--- src/rtl/i2c_cmd_pkg.sv ---
package i2c_cmd_pkg;
    localparam int BYTE_W = 8;
    localparam int CNT_W  = $clog2(BYTE_W + 1);

    typedef enum logic [1:0] {
        PH_IDLE = 2'd0,
        PH_ADDR = 2'd1,
        PH_CMD  = 2'd2,
        PH_IGN  = 2'd3
    } phase_e;

    typedef struct packed {
        phase_e             phase;
        logic [CNT_W-1:0]   cnt;
        logic [BYTE_W-1:0]  sh;
        logic               slot;
        logic               oe;
        logic               keep;
        logic               gcall;
        logic               stb;
        logic [BYTE_W-1:0]  cbyte;
    } core_s;
endpackage

--- src/rtl/i2c_line_sync.sv ---
module i2c_line_sync #(
    parameter int LINES  = 2,
    parameter int STAGES = 2
) (
    input  logic             clk,
    input  logic             rst_n,
    input  logic [LINES-1:0] din,
    output logic [LINES-1:0] lvl,
    output logic [LINES-1:0] rise,
    output logic [LINES-1:0] fall
);
    for (genvar g = 0; g < LINES; g++) begin : g_line
        logic [STAGES:0] pipe_q;

        always_ff @(posedge clk or negedge rst_n) begin
            if (!rst_n) pipe_q <= '1;
            else        pipe_q <= {pipe_q[STAGES-1:0], din[g]};
        end

        assign lvl[g]  = pipe_q[STAGES-1];
        assign rise[g] = pipe_q[STAGES-1] & ~pipe_q[STAGES];
        assign fall[g] = ~pipe_q[STAGES-1] & pipe_q[STAGES];
    end
endmodule

--- src/rtl/i2c_addr_match.sv ---
module i2c_addr_match #(
    parameter int ADDR_W = 7
) (
    input  logic [ADDR_W:0]   hdr,
    input  logic [ADDR_W-1:0] dev_addr,
    input  logic              gcall_en,
    output logic              ack,
    output logic              is_gcall
);
    logic [ADDR_W-1:0] addr;
    logic              rd;
    logic              ten_bit;
    logic              own;

    always_comb begin
        addr     = hdr[ADDR_W:1];
        rd       = hdr[0];
        ten_bit  = (addr[ADDR_W-1:ADDR_W-5] == 5'b11110);
        own      = (addr == dev_addr) && (addr != '0) && !ten_bit;
        is_gcall = (addr == '0) && gcall_en && !rd;
        ack      = own || is_gcall;
    end
endmodule

--- src/rtl/i2c_cmd_check.sv ---
module i2c_cmd_check #(
    parameter logic [15:0] WR_RD_MASK = 16'h3FFF,
    parameter logic [15:0] STEP_MASK  = 16'h0003
) (
    input  logic [7:0] cmd,
    output logic       ok
);
    logic [3:0] mem;
    logic [1:0] op;

    always_comb begin
        mem = cmd[7:4];
        op  = cmd[3:2];
        unique case (op)
            2'b00, 2'b11: ok = WR_RD_MASK[mem];
            default:      ok = STEP_MASK[mem];
        endcase
    end
endmodule

--- src/rtl/i2c_cmd_slave.sv ---
module i2c_cmd_slave
    import i2c_cmd_pkg::*;
#(
    parameter logic [15:0] CMD_WR_RD_MASK = 16'h3FFF,
    parameter logic [15:0] CMD_STEP_MASK  = 16'h0003,
    parameter int          SYNC_STAGES    = 2
) (
    input  logic        clk,
    input  logic        rst_n,
    input  logic        scl_i,
    input  logic        sda_i,
    output logic        sda_oe,
    input  logic [6:0]  dev_addr,
    input  logic        gcall_en,
    input  logic        nv_busy,
    output logic        cmd_stb,
    output logic [7:0]  cmd_byte,
    output logic        cmd_gcall
);
    localparam logic [CNT_W-1:0] FULL = CNT_W'(BYTE_W);

    logic [1:0] lvl, rise, fall;
    logic       scl_s, sda_s, scl_rise, scl_fall;
    logic       start_ev, stop_ev;
    logic       hdr_ack, hdr_gcall, cmd_ok;
    core_s      state_d, state_q;

    i2c_line_sync #(.LINES(2), .STAGES(SYNC_STAGES)) u_sync (
        .clk  (clk),
        .rst_n(rst_n),
        .din  ({sda_i, scl_i}),
        .lvl  (lvl),
        .rise (rise),
        .fall (fall)
    );

    assign scl_s    = lvl[0];
    assign sda_s    = lvl[1];
    assign scl_rise = rise[0];
    assign scl_fall = fall[0];
    assign start_ev = fall[1] & scl_s;
    assign stop_ev  = rise[1] & scl_s;

    i2c_addr_match #(.ADDR_W(7)) u_match (
        .hdr     (state_q.sh),
        .dev_addr(dev_addr),
        .gcall_en(gcall_en),
        .ack     (hdr_ack),
        .is_gcall(hdr_gcall)
    );

    i2c_cmd_check #(.WR_RD_MASK(CMD_WR_RD_MASK), .STEP_MASK(CMD_STEP_MASK)) u_check (
        .cmd(state_q.sh),
        .ok (cmd_ok)
    );

    always_comb begin
        state_d     = state_q;
        state_d.stb = 1'b0;
        if (start_ev) begin
            state_d.phase = PH_ADDR;
            state_d.cnt   = '0;
            state_d.slot  = 1'b0;
            state_d.oe    = 1'b0;
        end else if (stop_ev) begin
            state_d.phase = PH_IDLE;
            state_d.cnt   = '0;
            state_d.slot  = 1'b0;
            state_d.oe    = 1'b0;
        end else if (state_q.phase == PH_ADDR || state_q.phase == PH_CMD) begin
            if (state_q.slot) begin
                if (scl_fall) begin
                    state_d.slot  = 1'b0;
                    state_d.oe    = 1'b0;
                    state_d.cnt   = '0;
                    state_d.phase = state_q.keep ? PH_CMD : PH_IGN;
                end
            end else if (scl_rise && state_q.cnt != FULL) begin
                state_d.sh  = {state_q.sh[BYTE_W-2:0], sda_s};
                state_d.cnt = state_q.cnt + 1'b1;
            end else if (scl_fall && state_q.cnt == FULL) begin
                state_d.slot = 1'b1;
                if (state_q.phase == PH_ADDR) begin
                    state_d.oe    = hdr_ack;
                    state_d.keep  = hdr_ack & ~state_q.sh[0];
                    state_d.gcall = hdr_gcall;
                end else begin
                    state_d.oe    = cmd_ok & ~nv_busy;
                    state_d.keep  = cmd_ok & ~nv_busy;
                    state_d.stb   = cmd_ok & ~nv_busy;
                    if (cmd_ok && !nv_busy) state_d.cbyte = state_q.sh;
                end
            end
        end
    end

    always_ff @(posedge clk or negedge rst_n) begin
        if (!rst_n) begin
            state_q <= '{phase: PH_IDLE, cnt: '0, sh: '0, slot: 1'b0, oe: 1'b0,
                         keep: 1'b0, gcall: 1'b0, stb: 1'b0, cbyte: '0};
        end else begin
            state_q <= state_d;
        end
    end

    assign sda_oe    = state_q.oe;
    assign cmd_stb   = state_q.stb;
    assign cmd_byte  = state_q.cbyte;
    assign cmd_gcall = state_q.gcall;
endmodule

--- config.mk ---
export PLATFORM = sky130hd
export DESIGN_NAME = i2c_cmd_slave
export DESIGN_NICKNAME = d
export VERILOG_FILES = /design/src/rtl/i2c_cmd_pkg.sv /design/src/rtl/i2c_line_sync.sv /design/src/rtl/i2c_addr_match.sv /design/src/rtl/i2c_cmd_check.sv /design/src/rtl/i2c_cmd_slave.sv
export SDC_FILE = /design/constraint.sdc
export NUM_CORES = 1
export LEC_CHECK = 0
export BUFFER_PORTS_ARGS = -buffer_cell sky130_fd_sc_hd__buf_2
export CAP_MARGIN = 5
export CORE_UTILIZATION = 55
export DETAILED_ROUTE_END_ITERATION = 16
export GPL_TIMING_DRIVEN = 0
export PLACE_DENSITY = 0.74
export SETUP_SLACK_MARGIN = 0.1
export SYNTH_ARGS = -nofsm -noshare
export SYNTH_HDL_FRONTEND = slang
export SYNTH_SLANG_ARGS = --single-unit
--- constraint.sdc ---
create_clock -name clk -period 4.8 [get_ports clk]
set_clock_uncertainty 0.1 [all_clocks]
set_input_delay 1.44 -clock clk [delete_from_list [all_inputs] [get_ports clk]]
set_output_delay 1.44 -clock clk [all_outputs]
set_load 0.05 [all_outputs]
==> summary.md <==
| Metric | Value |
|---|---|
| Drt drc | `0` |
| Total GRT Usage | `20.2%` |
| Vias in the first global route | `1118` |
| Clock-pin slew on the worst setup and hold paths | `90 ps` |
| Largest fanout on the critical path | `2` |
| HP Class | `reg -> reg` |
| DP Wirelength | `2020 microns` |
| First-pass GRT wire length | `4800 microns` |
| Pre-antenna DRT Iters | `4` |
| Crit path kind | `reg -> out` |
| Placed Instances | `190` |
| Die Y | `56.3 microns` |
| Reg-to-reg startpoint | `state_q[25]$_DFFE_PN0P_` |
| Post-layout min period | `2590 ps` |
| Slew @ Worst Pin | `710 ps` |
| Unrepaired setup endpoints after global routing | `no` |
| Port Buf Inserts | `23` |
| CTS tree | `built` |
| Critical Path End | `cmd_byte[4]` |
| Finished Layout Cells | `198` |
| Asr flop ratio synth | `100%` |
| Worst Path Required | `3260 ps` |
| Maximum Capacitance Violations | `0` |
| Final setup vio count | `0` |
| CP Launch Point | `cmd_byte[4]$_DFFE_PN0P_` |
| Max Fclk | `386 MHz` |
| Layout cells sized above 1 | `40.1%` |
| CTS root buf | `clkbuf_4` |
| Post-synth cell types | `37` |
| Pwr Total | `531 uW` |
| Post-CTS setup buffers | `0` |
| CP arrival | `1050 ps` |
| Layout area overhead | `12.7%` |
| # hold bufs at CTS | `0` |
| Die footprint | `3170 sq um` |
| Worst reg2reg setup slack | `2560 ps` |
| Initial core utilization | `58.3%` |
| CTS buffer count | `5` |
| Syn_nets | `152` |
| # rows | `19` |
| Post-synth EDFFs | `0` |
| FF-to-FF path depth | `6` |
| Resized cells post-CTS | `0` |
| Largest net degree at the start of global routing | `34` |
| Die width | `56.3 microns` |
| RePlAce Congestion | `0.715` |
| Crit share post-route | `54.0%` |
| CP Cell Sequence | `buf_4, buf_2` |
| Gr ovfl total | `0` |
| # IOs | `24` |
| Crit start category | `flop` |
| CTS max path bufs | `2` |
| Htree depth | `2` |
| Sequential area share after synthesis | `51.4%` |
| Flops & latches, synth | `33` |
| PwrDens | `291 nW/um^2` |
| CORE AREA | `2780 sq um` |
| Reg-to-Reg End | `cmd_byte[3]$_DFFE_PN0P_` |
| Final hold vios | `0` |
| Core Util, Final | `65.7%` |
| Iteration-0 DRC Markers | `16` |
| Clk Latency, worst-skew pair | `330 ps` |
| Delay of the slowest cell on the worst path | `400 ps` |
| Leakage Power | `0.946 nW` |
| Max VDD drop | `0.000295 V` |
| Max transition margin | `52.6%` |
| Routed wire length | `2730 microns` |
| Worst Setup End Kind | `primary output` |
| Avg Vias per Cell | `5.42` |
| # diodes | `0` |
| Post-Syn Area per Cell | `11.9 sq um` |
| Fin. max-slew vios | `0` |
| TNS Setup | `0 ps` |
| Wire length per cell | `13.8 microns` |
| Outcome | `complete, no violations` |
| Nets | `182` |
| Most used DFF post-synth | `dfrtp_1` |
| Vias | `1073` |
| Synth warnings | `0` |
| Clk sinks | `33` |
| Post-route ant nets | `0` |
| Initial antenna violation count | `0` |
| Mapped Cells | `136` |
| Area of the mapped netlist | `1620 sq um` |
| Critical-path top delay cell | `dfrtp_1` |
## flip-flops by register name (all words and copies together) (netlist names)
register / flops
state_q: 16
u_sync.g_line.pipe_q: 6
cmd_gcall: 1
cmd_byte: 8
cmd_stb: 1
sda_oe: 1
## cell usage in the layout, fill, tap and decap left out, types with 6 or more instances in the layout
| cell type | n |
|---|---|
| dfrtp_1 | 27 |
| buf_2 | 24 |
| inv_1 | 9 |
| xor2_1 | 9 |
| o21ai_0 | 8 |
| mux2_4 | 8 |
| mux2_2 | 8 |
| buf_4 | 8 |
| nand2_1 | 6 |
| dfstp_2 | 6 |
## synth_stat cells, types with 2 or more instances
cell | n | area share, %
dfrtp_1 | 27 | 42
inv_1 | 9 | 2.1
xor2_1 | 9 | 4.9
buf_4 | 8 | 3.7
mux2_2 | 8 | 5.6
mux2_4 | 8 | 7.4
o21ai_0 | 8 | 2.5
dfstp_2 | 6 | 9.7
nand2_1 | 6 | 1.4
a21oi_1 | 5 | 1.5
nand3_1 | 5 | 1.5
nor2_1 | 5 | 1.2
ha_1 | 3 | 2.3
nand2b_1 | 2 | 0.77
nor3_1 | 2 | 0.62
nor4_1 | 2 | 0.77
o211ai_1 | 2 | 0.93
o41ai_1 | 2 | 1.1
## worst max-delay path, delay by kind of cell (launching register included)
family	cells	cell delay, ps
buf+inv	2	330
flops	1	400
## area by class of cell
| cell class | count | area [sq um] |
|---|---|---|
| multi-input combinational | 83 | 674 |
| inverter | 9 | 33.8 |
| buffer | 11 | 80.1 |
| clock buffer | 6 | 41.3 |
| tap | 31 | 38.8 |
| timing repair buffer | 23 | 115 |
| sequential | 33 | 833 |
| clock inverter | 2 | 10.0 |
| fill | 219 | 955 |
## stage by stage
step,setup WS [ps],cell area (sq um),hold WS [ps]
after floorplan,2260,1620,245
final,2210,1830,259
after CTS,2190,1830,261
after detailed placement,2000,1780,247
after global placement,2060,1780,246
after global routing,2160,1830,265
## worst min path at each step
stage,from,end,slack (ps),depth (start not counted)
floorplan,u_sync.g_line[0].pipe_q[0]$_DFF_PN1_,u_sync.g_line[0].pipe_q[1]$_DFF_PN1_,250,0
global placement,u_sync.g_line[0].pipe_q[0]$_DFF_PN1_,u_sync.g_line[0].pipe_q[1]$_DFF_PN1_,250,0
detailed placement,u_sync.g_line[0].pipe_q[0]$_DFF_PN1_,u_sync.g_line[0].pipe_q[1]$_DFF_PN1_,250,0
CTS,u_sync.g_line[0].pipe_q[0]$_DFF_PN1_,u_sync.g_line[0].pipe_q[1]$_DFF_PN1_,260,0
global route,u_sync.g_line[0].pipe_q[0]$_DFF_PN1_,u_sync.g_line[0].pipe_q[1]$_DFF_PN1_,270,0
finish,u_sync.g_line[0].pipe_q[0]$_DFF_PN1_,u_sync.g_line[0].pipe_q[1]$_DFF_PN1_,260,0
## report_power, final
part / leakage (nW) / internal (mW) / switching [mW]
sequential: 0.430 / 0.295 / 0.0192
combinational: 0.484 / 0.0332 / 0.0410
clock: 0.0320 / 0.0557 / 0.0868
total: 0.946 / 0.384 / 0.147
## metal layers
metal,global-route usage (%),up-vias,part of all wire (%)
li1,-,528,-
met1,25.4,515,45
met5,0,-,0
met3,7.60,5,5.8
met4,6.62,0,1.5
met2,32.3,25,48
## logic make-up (layout without fill, tap and decap cells)
group                    after synthesis  count (layout)  synth area share (%)
AO/OA/AOI/OAI                         24              24                  9.57
AND/OR/NAND/NOR                       30              30                  11.3
adder cells (fa/ha/maj)                3               3                  2.32
XOR/XNOR                              10              10                  5.40
buffers and inverters                 20              51                  7.02
multiplexers                          16              16                  13.0
flip-flops                            33              33                  51.4
(Power assumes the default switching activity.)
